--- config.mk ---
export PLATFORM = sky130hd
export DESIGN_NAME = chan_div_loader
export DESIGN_NICKNAME = d
export VERILOG_FILES = /design/src/rtl/chan_div_pkg.sv /design/src/rtl/seq_divider.sv /design/src/rtl/frame_shifter.sv /design/src/rtl/chan_div_loader.sv
export SDC_FILE = /design/constraint.sdc
export NUM_CORES = 1
export LEC_CHECK = 0
export ABC_AREA = 1
export BUFFER_PORTS_ARGS = -buffer_cell sky130_fd_sc_hd__buf_2
export CAP_MARGIN = 20
export CORE_MARGIN = 10
export CORE_UTILIZATION = 48
export DETAILED_ROUTE_END_ITERATION = 8
export PLACE_DENSITY = 0.66
export REMOVE_ABC_BUFFERS = 1
export SETUP_SLACK_MARGIN = 0.4
export SLEW_MARGIN = 5
export SYNTH_ARGS = -nofsm -noshare
export SYNTH_HDL_FRONTEND = slang
export SYNTH_SLANG_ARGS = --single-unit
--- constraint.sdc ---
create_clock -name clk -period 6.2 [get_ports clk]
set_clock_uncertainty 0.1 [all_clocks]
set_input_delay 0.62 -clock clk [delete_from_list [all_inputs] [get_ports clk]]
set_output_delay 0.62 -clock clk [all_outputs]
set_load 0.05 [all_outputs]
--- src/rtl/chan_div_pkg.sv ---
package chan_div_pkg;
  localparam int FREQ_W    = 20;
  localparam int REF_W     = 14;
  localparam int PROG_W    = 10;
  localparam int SWAL_W    = 7;
  localparam int FRAME_W   = REF_W + PROG_W + SWAL_W + 1;
  localparam int STEP_KHZ  = 5;
  localparam int MOD_LOG2  = 6;
  localparam int REF_DIV   = 2560;

  typedef enum logic [1:0] {
    LD_IDLE = 2'd0,
    LD_DIV  = 2'd1,
    LD_SEND = 2'd2
  } ld_state_e;

  typedef struct packed {
    logic [REF_W-1:0]  ref_w;
    logic [PROG_W-1:0] prog_w;
    logic [SWAL_W-1:0] swal_w;
    logic              ctl;
  } frame_t;
endpackage

--- src/rtl/seq_divider.sv ---
module seq_divider #(
  parameter int W       = 20,
  parameter int DIVISOR = 5,
  localparam int DW     = $clog2(DIVISOR + 1),
  localparam int CW     = $clog2(W + 1)
) (
  input  logic          clk,
  input  logic          rst_n,
  input  logic          go,
  input  logic [W-1:0]  dividend,
  output logic [W-1:0]  quotient,
  output logic [DW-1:0] remainder,
  output logic          done
);
  logic [W-1:0]  quo_q, quo_n;
  logic [DW-1:0] rem_q, rem_n;
  logic [CW-1:0] cnt_q, cnt_n;
  logic          run_q, run_n, done_q, done_n;
  logic [DW:0]   trial;
  logic          ge;

  assign trial = {rem_q, quo_q[W-1]};
  assign ge    = (trial >= (DW+1)'(DIVISOR));

  always_comb begin
    quo_n  = quo_q;
    rem_n  = rem_q;
    cnt_n  = cnt_q;
    run_n  = run_q;
    done_n = 1'b0;
    if (go) begin
      quo_n = dividend;
      rem_n = '0;
      cnt_n = '0;
      run_n = 1'b1;
    end else if (run_q) begin
      rem_n = ge ? DW'(trial - (DW+1)'(DIVISOR)) : trial[DW-1:0];
      quo_n = {quo_q[W-2:0], ge};
      cnt_n = cnt_q + 1'b1;
      if (cnt_q == CW'(W - 1)) begin
        run_n  = 1'b0;
        done_n = 1'b1;
      end
    end
  end

  always_ff @(posedge clk or negedge rst_n) begin
    if (!rst_n) begin
      quo_q  <= '0;
      rem_q  <= '0;
      cnt_q  <= '0;
      run_q  <= 1'b0;
      done_q <= 1'b0;
    end else begin
      quo_q  <= quo_n;
      rem_q  <= rem_n;
      cnt_q  <= cnt_n;
      run_q  <= run_n;
      done_q <= done_n;
    end
  end

  assign quotient  = quo_q;
  assign remainder = rem_q;
  assign done      = done_q;
endmodule

--- src/rtl/frame_shifter.sv ---
module frame_shifter #(
  parameter int FRAME_W  = 32,
  parameter int HALF_DIV = 2,
  localparam int HC_W    = $clog2(HALF_DIV + 1),
  localparam int BC_W    = $clog2(FRAME_W)
) (
  input  logic               clk,
  input  logic               rst_n,
  input  logic               load,
  input  logic [FRAME_W-1:0] word,
  output logic               sclk,
  output logic               sdata,
  output logic               sen,
  output logic               fin
);
  logic [FRAME_W-1:0] sreg_q, sreg_n;
  logic [HC_W-1:0]    half_q, half_n;
  logic [BC_W-1:0]    bit_q, bit_n;
  logic               sclk_q, sclk_n, sen_q, sen_n;
  logic               act_q, act_n, fin_q, fin_n;

  always_comb begin
    sreg_n = sreg_q;
    half_n = half_q;
    bit_n  = bit_q;
    sclk_n = sclk_q;
    sen_n  = sen_q;
    act_n  = act_q;
    fin_n  = 1'b0;
    if (load) begin
      sreg_n = word;
      half_n = '0;
      bit_n  = '0;
      sclk_n = 1'b0;
      sen_n  = 1'b0;
      act_n  = 1'b1;
    end else if (act_q) begin
      if (half_q == HC_W'(HALF_DIV - 1)) begin
        half_n = '0;
        if (!sclk_q) begin
          sclk_n = 1'b1;
        end else begin
          sclk_n = 1'b0;
          if (bit_q == BC_W'(FRAME_W - 1)) begin
            sen_n = 1'b1;
            act_n = 1'b0;
            fin_n = 1'b1;
          end else begin
            bit_n  = bit_q + 1'b1;
            sreg_n = {sreg_q[FRAME_W-2:0], 1'b0};
          end
        end
      end else begin
        half_n = half_q + 1'b1;
      end
    end
  end

  always_ff @(posedge clk or negedge rst_n) begin
    if (!rst_n) begin
      sreg_q <= '0;
      half_q <= '0;
      bit_q  <= '0;
      sclk_q <= 1'b0;
      sen_q  <= 1'b1;
      act_q  <= 1'b0;
      fin_q  <= 1'b0;
    end else begin
      sreg_q <= sreg_n;
      half_q <= half_n;
      bit_q  <= bit_n;
      sclk_q <= sclk_n;
      sen_q  <= sen_n;
      act_q  <= act_n;
      fin_q  <= fin_n;
    end
  end

  assign sclk  = sclk_q;
  assign sdata = sreg_q[FRAME_W-1];
  assign sen   = sen_q;
  assign fin   = fin_q;
endmodule

--- src/rtl/chan_div_loader.sv ---
module chan_div_loader
  import chan_div_pkg::*;
#(
  parameter int HALF_DIV = 2
) (
  input  logic              clk,
  input  logic              rst_n,
  input  logic              start_i,
  input  logic [FREQ_W-1:0] freq_khz_i,
  output logic              busy_o,
  output logic              done_o,
  output logic              err_o,
  output logic              sclk_o,
  output logic              sdata_o,
  output logic              sen_o
);
  localparam int DIV_RW = $clog2(STEP_KHZ + 1);

  // reset: asserted asynchronously, released on the clock
  logic rst_meta_q, rst_sync_q;
  always_ff @(posedge clk or negedge rst_n) begin
    if (!rst_n) begin
      rst_meta_q <= 1'b0;
      rst_sync_q <= 1'b0;
    end else begin
      rst_meta_q <= 1'b1;
      rst_sync_q <= rst_meta_q;
    end
  end

  ld_state_e          state_q, state_n;
  logic               err_q, err_n, done_q, done_n;
  logic               div_go, div_done, shf_load, shf_fin;
  logic [FREQ_W-1:0]  chan_idx;
  logic [DIV_RW-1:0]  chan_rem;
  logic               prog_fits, on_raster;
  frame_t             frame;

  seq_divider #(.W(FREQ_W), .DIVISOR(STEP_KHZ)) u_div (
    .clk       (clk),
    .rst_n     (rst_sync_q),
    .go        (div_go),
    .dividend  (freq_khz_i),
    .quotient  (chan_idx),
    .remainder (chan_rem),
    .done      (div_done)
  );

  assign on_raster = (chan_rem == '0);
  assign prog_fits = (chan_idx[FREQ_W-1:MOD_LOG2+PROG_W] == '0);

  always_comb begin
    frame.ref_w  = REF_W'(REF_DIV);
    frame.prog_w = chan_idx[MOD_LOG2 +: PROG_W];
    frame.swal_w = SWAL_W'(chan_idx[MOD_LOG2-1:0]);
    frame.ctl    = 1'b1;
  end

  frame_shifter #(.FRAME_W(FRAME_W), .HALF_DIV(HALF_DIV)) u_shf (
    .clk   (clk),
    .rst_n (rst_sync_q),
    .load  (shf_load),
    .word  (frame),
    .sclk  (sclk_o),
    .sdata (sdata_o),
    .sen   (sen_o),
    .fin   (shf_fin)
  );

  always_comb begin
    state_n  = state_q;
    err_n    = err_q;
    done_n   = 1'b0;
    div_go   = 1'b0;
    shf_load = 1'b0;
    case (state_q)
      LD_IDLE: if (start_i) begin
        div_go  = 1'b1;
        err_n   = 1'b0;
        state_n = LD_DIV;
      end
      LD_DIV: if (div_done) begin
        if (!on_raster || !prog_fits) begin
          err_n   = 1'b1;
          done_n  = 1'b1;
          state_n = LD_IDLE;
        end else begin
          shf_load = 1'b1;
          state_n  = LD_SEND;
        end
      end
      LD_SEND: if (shf_fin) begin
        done_n  = 1'b1;
        state_n = LD_IDLE;
      end
      default: state_n = LD_IDLE;
    endcase
  end

  always_ff @(posedge clk or negedge rst_sync_q) begin
    if (!rst_sync_q) begin
      state_q <= LD_IDLE;
      err_q   <= 1'b0;
      done_q  <= 1'b0;
    end else begin
      state_q <= state_n;
      err_q   <= err_n;
      done_q  <= done_n;
    end
  end

  assign busy_o = (state_q != LD_IDLE);
  assign done_o = done_q;
  assign err_o  = err_q;
endmodule

==> results.sh, run 1 <==
export IMPL_result_of_the_run="finished, final reports clean"
export IMPL_h_tree_depth=3
export IMPL_worst_ep_required_time_ps=6340
export IMPL_criticalPathCategory="flip-flop to flip-flop"
export IMPL_post_synthesis_sequential_area_ratio_pct=50.6
export IMPL_critPathMaxStageDelay_ps=510
export IMPL_timing_final_crit_share_pct=39.1
export IMPL_grt_antenna_before_repair=0
export IMPL_post_synth_num_cell_types=36
export IMPL_postPlaceCellArea_um2=4040
export IMPL_finalNonFillerCells=547
export IMPL_netlist_top_cell_by_area="dfrtp_1"
export IMPL_power_density_nw_per_um2=357
export IMPL_post_route_min_period_ps=2430
export IMPL_number_of_drc_markers_after_the_initial_detailed_route_iteration=183
export IMPL_grt_setup_unrepaired="false"
export IMPL_i_o_pin_count=29
export IMPL_synth_compound_area_share_pct=9.28
export IMPL_finalSetupViolations=0
export IMPL_synth_enable_flop_cells=0
export IMPL_final_max_slew_viol_count=0
export IMPL_post_synth_top_count_cell="dfrtp_1"
export IMPL_route_detailed_vias_per_inst=5.22
export IMPL_dieWidth_um=110
export IMPL_post_cts_buffers=0
export IMPL_max_clock_freq_mhz=412
export IMPL_core_rowCount=32
export IMPL_clk_transition_reported_paths_ps=70
export IMPL_overflow=0
export IMPL_place_inst=530
export IMPL_crit_family="simple AND/OR/NAND/NOR gates"
export IMPL_worst_slew_pin_transition_ps=943
export IMPL_synth_top_family_by_area="simple AND/OR/NAND/NOR gates"
export IMPL_synth_async_reset_ratio_pct=100
export IMPL_cts_root_to_sink_buffers=2
export IMPL_hold_viol=0
export IMPL_cp_arrival_ps=2560
export IMPL_peakVddDrop_mv=0.176
export IMPL_via_count_of_the_first_global_routing_pass=2790
export IMPL_tritoncts="yes"
export IMPL_syn_instance_count=415
export IMPL_vias=2854
export IMPL_coreArea_um2=7810
export IMPL_ratio_of_cells_with_drive_above_1_in_the_final_layout_pct=23.4
export IMPL_dp_final_hpwl_mm=4.95
export IMPL_synthSimpleGateAreaFrac_pct=28.9
export IMPL_cp_num_buf_inv=2
export IMPL_cp_max_fo=37
export IMPL_multi_input_area_um2=1610
export IMPL_crit_path_end_kind="flip-flop"
export IMPL_diode_count=0
export IMPL_fp_dieH_um=110
export IMPL_netlist_top_cells_area="dfrtp_1, nand3_2, nand2_1"
export IMPL_start_util_pct=50.1
export IMPL_yosysWarningCount=0
export IMPL_muxShareOfSynthArea_pct=0
export IMPL_grt_start_max_net_pins=78
export IMPL_filler_cell_count=718
export IMPL_ant_nets=0
export IMPL_worst_path_max_delay_cell="nor2_8"
export IMPL_synth_seq_cells=79
export IMPL_remaining_drc_errors=0
export IMPL_grt_first_pass_wirelength_mm=13.0
export IMPL_cts_sinks=79
export IMPL_weighted_congestion_at_the_end_of_routability_driven_global_placement=0.799
export IMPL_routed_length_per_instance_um=13.9
export IMPL_stdcell_area_um2=4230
export IMPL_grt_total_usage_pct=13.3
export IMPL_drt_pass1_iter_count=4
export IMPL_setup_total_negative_slack_ps=0
export IMPL_relSlewSlack_pct=37.2
export IMPL_maxCapViolCount=0
export IMPL_synth_cells_most_frequent="dfrtp_1, nand2_1, nor2_1, nand3_2, nand3_1"
export IMPL_num_nets_final=472
export IMPL_synth_top_cell_area_share_pct=49.9
export IMPL_total_power_mw=1.51
export IMPL_port_buffers=28
export IMPL_routed_wirelength_mm=7.58
export IMPL_tritoncts_num_buffers=9
export IMPL_register_area_um2=1980
export IMPL_worstSetupStartpointType="flip-flop"
export IMPL_synth_adder_area_share_pct=2.88
export IMPL_power_static_leakage_nw=2.21
export IMPL_synth_area_um2=3910
export IMPL_synth_top_flop_cell="dfrtp_1"
export IMPL_insertion_delay_ps=350
export IMPL_floorplan_die_area_um2=12200
export IMPL_timing_critical_path_cells="ha_1, nand2_1, nor2_1, ha_1, inv_1, nand2_1, nor2_8, inv_6, o21ai_0, nor2_1"
export IMPL_ctsRootBufferMaster="clkbuf_8"
export IMPL_finalCoreUtilization_pct=54.2
export IMPL_cts_hold_repair_buffers=1
export IMPL_post_synth_xor_area_fraction_pct=0
export IMPL_worst_hold_path_type="flip-flop to flip-flop"
export IMPL_average_cell_area_after_synthesis_um2=9.42
export IMPL_synthToLayoutAreaGrowth_pct=8.32
export IMPL_cts_resized=0
power breakdown:
group | switching, mW | internal [mW]
logic | 0.268 | 0.150
registers | 0.0934 | 0.647
clock network | 0.175 | 0.180
kinds of logic (layout without fill, tap and decap cells):
logic type / after synthesis / in the layout
fa+ha+maj: 9 / 9
buf+inv: 62 / 92
flops: 79 / 79
other cells: 1 / 1
simple gates: 205 / 205
compound gates: 59 / 59
through the flow:
step	hold WS, ps	setup WS [ps]
global route	274	3550
detailed placement	245	3770
floorplan	224	3740
finish	259	3770
CTS	263	3760
global placement	238	3850
layout make-up:
type,count,share of cell area [%]
clock buffer,16,4.26
inverter,45,4.11
multi-input combinational,274,38.0
sequential,79,46.7
tap,102,3.01
timing repair buffer,31,3.90
per-layer routing:
| layer | part of all wire (%) | track usage (%) |
|---|---|---|
| met2 | 48 | 20.5 |
| met1 | 47 | 17.8 |
| met5 | 0 | 0 |
| met3 | 4.2 | 3.37 |
| met4 | 1.1 | 4.95 |
path summary, 6_finish.rpt:
kind	slack, ps	startpoint	depth (start not counted)	end
setup / recovery	3770	u_shf.bit_q[0]	10	u_shf.bit_q[2]
hold / removal	260	rst_meta_q	0	rst_sync_q
setup reg to reg	3770	u_shf.bit_q[0]	10	u_shf.bit_q[2]
hold reg to reg	260	rst_meta_q	0	rst_sync_q
max in group asynchronous	5000	rst_sync_q	1	u_div.quotient[14]
min in group asynchronous	410	rst_sync_q	1	u_shf.half_q[0]
worst reg2reg max path, stage by stage, from the launching register on:
cell     delay (ps)
dfrtp_1         410
ha_1            220
nand2_1          90
nor2_1           50
ha_1            170
inv_1            80
nand2_1         130
nor2_8          510
inv_6           250
o21ai_0         240
nor2_1           50
flip-flops by register name, summed over array words and instances, names as in the netlist, 2 cells and up:
register and flops:
u_shf.bit_q 5, u_div.remainder 3, state_q 2, u_div.quotient 20, u_shf.half_q 2, u_shf.sreg_q 32, u_div.cnt_q 5
cell usage in the layout, fill, tap and decap left out:
cell	count
dfrtp_1	77
nand2_1	71
nor2_1	44
nand3_2	40
nand3_1	36
inv_1	34
o21ai_0	29
buf_2	28
clkbuf_8	12
inv_2	10
o221ai_1	9
ha_1	9
o211ai_1	7
a21oi_1	6
clkbuf_1	4
nand2_2	3
nor2_2	2
nand4_1	2
o21ai_1	2
buf_4	2
a21boi_0	1
nor3_1	1
nor4_1	1
nand3_4	1
and2_1	1
and3_1	1
nor2_8	1
inv_6	1
o21bai_1	1
nor2_4	1
o21a_1	1
o22ai_1	1
o21ai_2	1
a22o_1	1
dlygate4sd3_1	1
conb_1	1
dfrtp_2	1
dfstp_2	1
Note: power is estimated with default switching activity, not from simulation.
==> run 2, diff against run 1 <==
- PLACE_DENSITY: 0.66 -> 0.68
- clock period: 6.2 -> 2.15 ns (I/O delays scaled with it)
==> run 2 against run 1 <==
Effect of this change:
- clock power rose to 3.5 times the previous value
- critical path type unchanged
- first-iteration DRC count down 1.6%
- highest routed layer unchanged
- power rose to 3.1 times the previous value
- fmax up 37%
- sequential share of layout area down 6.5 points
- wire length up 17%
- non-clock buffer count up 39
- sequential power rose to 2.9 times the previous value
==> results.sh, run 2 (synthesis results as in run 1) <==
export IMPL_worst_r2r_endpoint="u_shf.sreg_q[24]"
export IMPL_cp_max_fo=9
export IMPL_grt_setup_unrepaired="true"
export IMPL_pre_cts_ws_ps=134
export IMPL_max_clock_freq_mhz=564
export IMPL_cts_sinks=79
export IMPL_grt_first_pass_wirelength_mm=14.2
export IMPL_routed_wirelength_mm=8.87
export IMPL_number_of_drc_markers_after_the_initial_detailed_route_iteration=180
export IMPL_route_detailed_vias_per_inst=5.27
export IMPL_floorplan_die_area_um2=12200
export IMPL_final_max_slew_viol_count=0
export IMPL_weighted_congestion_at_the_end_of_routability_driven_global_placement=0.768
export IMPL_place_inst=535
export IMPL_finalNonFillerCells=588
export IMPL_hold_viol=0
export IMPL_largest_reg_flops=32
export IMPL_diode_count=0
export IMPL_power_static_leakage_nw=2.47
export IMPL_timing_final_crit_share_pct=82.4
export IMPL_num_nets_final=513
export IMPL_final_critical_path_setup_slack_ps=378
export IMPL_crit_path_end_kind="flip-flop"
export IMPL_dieWidth_um=110
export IMPL_peakVddDrop_mv=0.680
export IMPL_most_common_cell_after_layout_fill_and_taps_aside="dfrtp_1"
export IMPL_drt_pass1_iter_count=4
export IMPL_stdcell_area_um2=4930
export IMPL_tritoncts="yes"
export IMPL_vias=3096
export IMPL_worst_ep_required_time_ps=2300
export IMPL_i_o_pin_count=29
export IMPL_insertion_delay_ps=360
export IMPL_routed_length_per_instance_um=15.1
export IMPL_remaining_drc_errors=0
export IMPL_grt_total_usage_pct=14.4
export IMPL_clk_transition_reported_paths_ps=80
export IMPL_coreArea_um2=7810
export IMPL_r2r_start="u_shf.bit_q[0]"
export IMPL_worstHoldEndpoint="u_div.quotient[2]"
export IMPL_fp_dieH_um=110
export IMPL_synthToLayoutAreaGrowth_pct=26.1
export IMPL_power_density_nw_per_um2=954
export IMPL_criticalPathCategory="flip-flop to flip-flop"
export IMPL_overflow=0
export IMPL_dp_final_hpwl_mm=5.07
export IMPL_h_tree_depth=3
export IMPL_timing_hold_ws_ps=2.61
export IMPL_grt_antenna_before_repair=0
export IMPL_port_buffers=28
export IMPL_cp_arrival_ps=1920
export IMPL_cts_root_to_sink_buffers=2
export IMPL_maxCapViolCount=0
export IMPL_ant_nets=0
export IMPL_via_count_of_the_first_global_routing_pass=3055
export IMPL_postPlaceCellArea_um2=4110
export IMPL_result_of_the_run="finished, final reports clean"
export IMPL_tritoncts_num_buffers=9
export IMPL_ctsRootBufferMaster="clkbuf_8"
export IMPL_core_rowCount=32
export IMPL_most_common_layout_cells="dfrtp_1, nand2_1, nand3_2, nor2_1, inv_1"
export IMPL_grt_start_max_net_pins=78
export IMPL_worst_hold_startpoint="freq_khz_i[2]"
export IMPL_ratio_of_cells_with_drive_above_1_in_the_final_layout_pct=32.5
export IMPL_worstSetupStartpointType="flip-flop"
export IMPL_ff2ff_path_depth=11
export IMPL_post_route_min_period_ps=1770
export IMPL_ff2ff_setup_slack_ps=380
export IMPL_start_util_pct=50.1
export IMPL_worst_hold_path_type="input port to flip-flop"
export IMPL_finalSetupViolations=0
export IMPL_min_path_cells=3
export IMPL_registers_top_by_ff_count="u_shf.sreg_q"
[run 2: repair_timing]
item,CTS,global route
resized for setup,24,45
buffers inserted,10,4
pin swaps,5,4
hold endpoints to repair,18,0
gates cloned,1,5
setup endpoints to repair,37,53
hold buffers,17,0
[run 2: per-layer routing]
layer / vias up / global-route usage (%) / wire length, um
li1: 1512 / - / -
met1: 1518 / 18.5 / 4030
met2: 60 / 23.2 / 4350
met3: 6 / 2.84 / 429
met4: 0 / 6.15 / 61
met5: - / 0 / 0
[run 2: worst max-delay path by stage]
| stage | from | endpoint | slack (ps) | cells after the start |
|---|---|---|---|---|
| after global placement | u_shf.bit_q[0] | u_shf.bit_q[1] | 210 | 10 |
| after global routing | u_shf.bit_q[0] | u_shf.sreg_q[19] | 300 | 11 |
| after CTS | u_shf.bit_q[1] | u_shf.bit_q[1] | 400 | 11 |
| final | u_shf.bit_q[0] | u_shf.sreg_q[24] | 380 | 11 |
| after detailed placement | u_shf.bit_q[0] | u_shf.sreg_q[19] | 130 | 10 |
| after floorplan | rst_sync_q | done_o | -310 | 0 |
[run 2: cell type report]
type | count | area (um^2)
fill | 631 | 2880
clock buffer | 11 | 141
timing repair inverter | 2 | 27.5
multi-input combinational | 274 | 1740
tap | 102 | 128
inverter | 45 | 198
timing repair buffer | 70 | 634
clock inverter | 5 | 81.3
sequential | 79 | 1980
[run 2: metrics by stage]
step	total power [mW]	setup TNS [ps]	utilization, %
after floorplan	3.05	-26210	-
after global placement	3.33	0	52.6
after detailed placement	3.38	0	52.6
after CTS	4.66	0	60.0
after global routing	5.03	0	63.1
final	4.70	0	63.1
[run 2: power by group]
part | switching [mW] | internal (mW) | total (mW)
Sequential | 0.300 | 1.87 | 2.17
Combinational | 0.804 | 0.500 | 1.30
Clock | 0.544 | 0.686 | 1.23
[run 2: critical path, cell delays in order (launching register included)]
cell       delay [ps]
dfrtp_1           410
ha_4              180
nand2_4            70
nor2_4             40
ha_4              160
inv_4              50
nand2_4            60
nor2_8            130
buf_12            190
clkinv_16          90
nor2_1            120
nor2_1             60
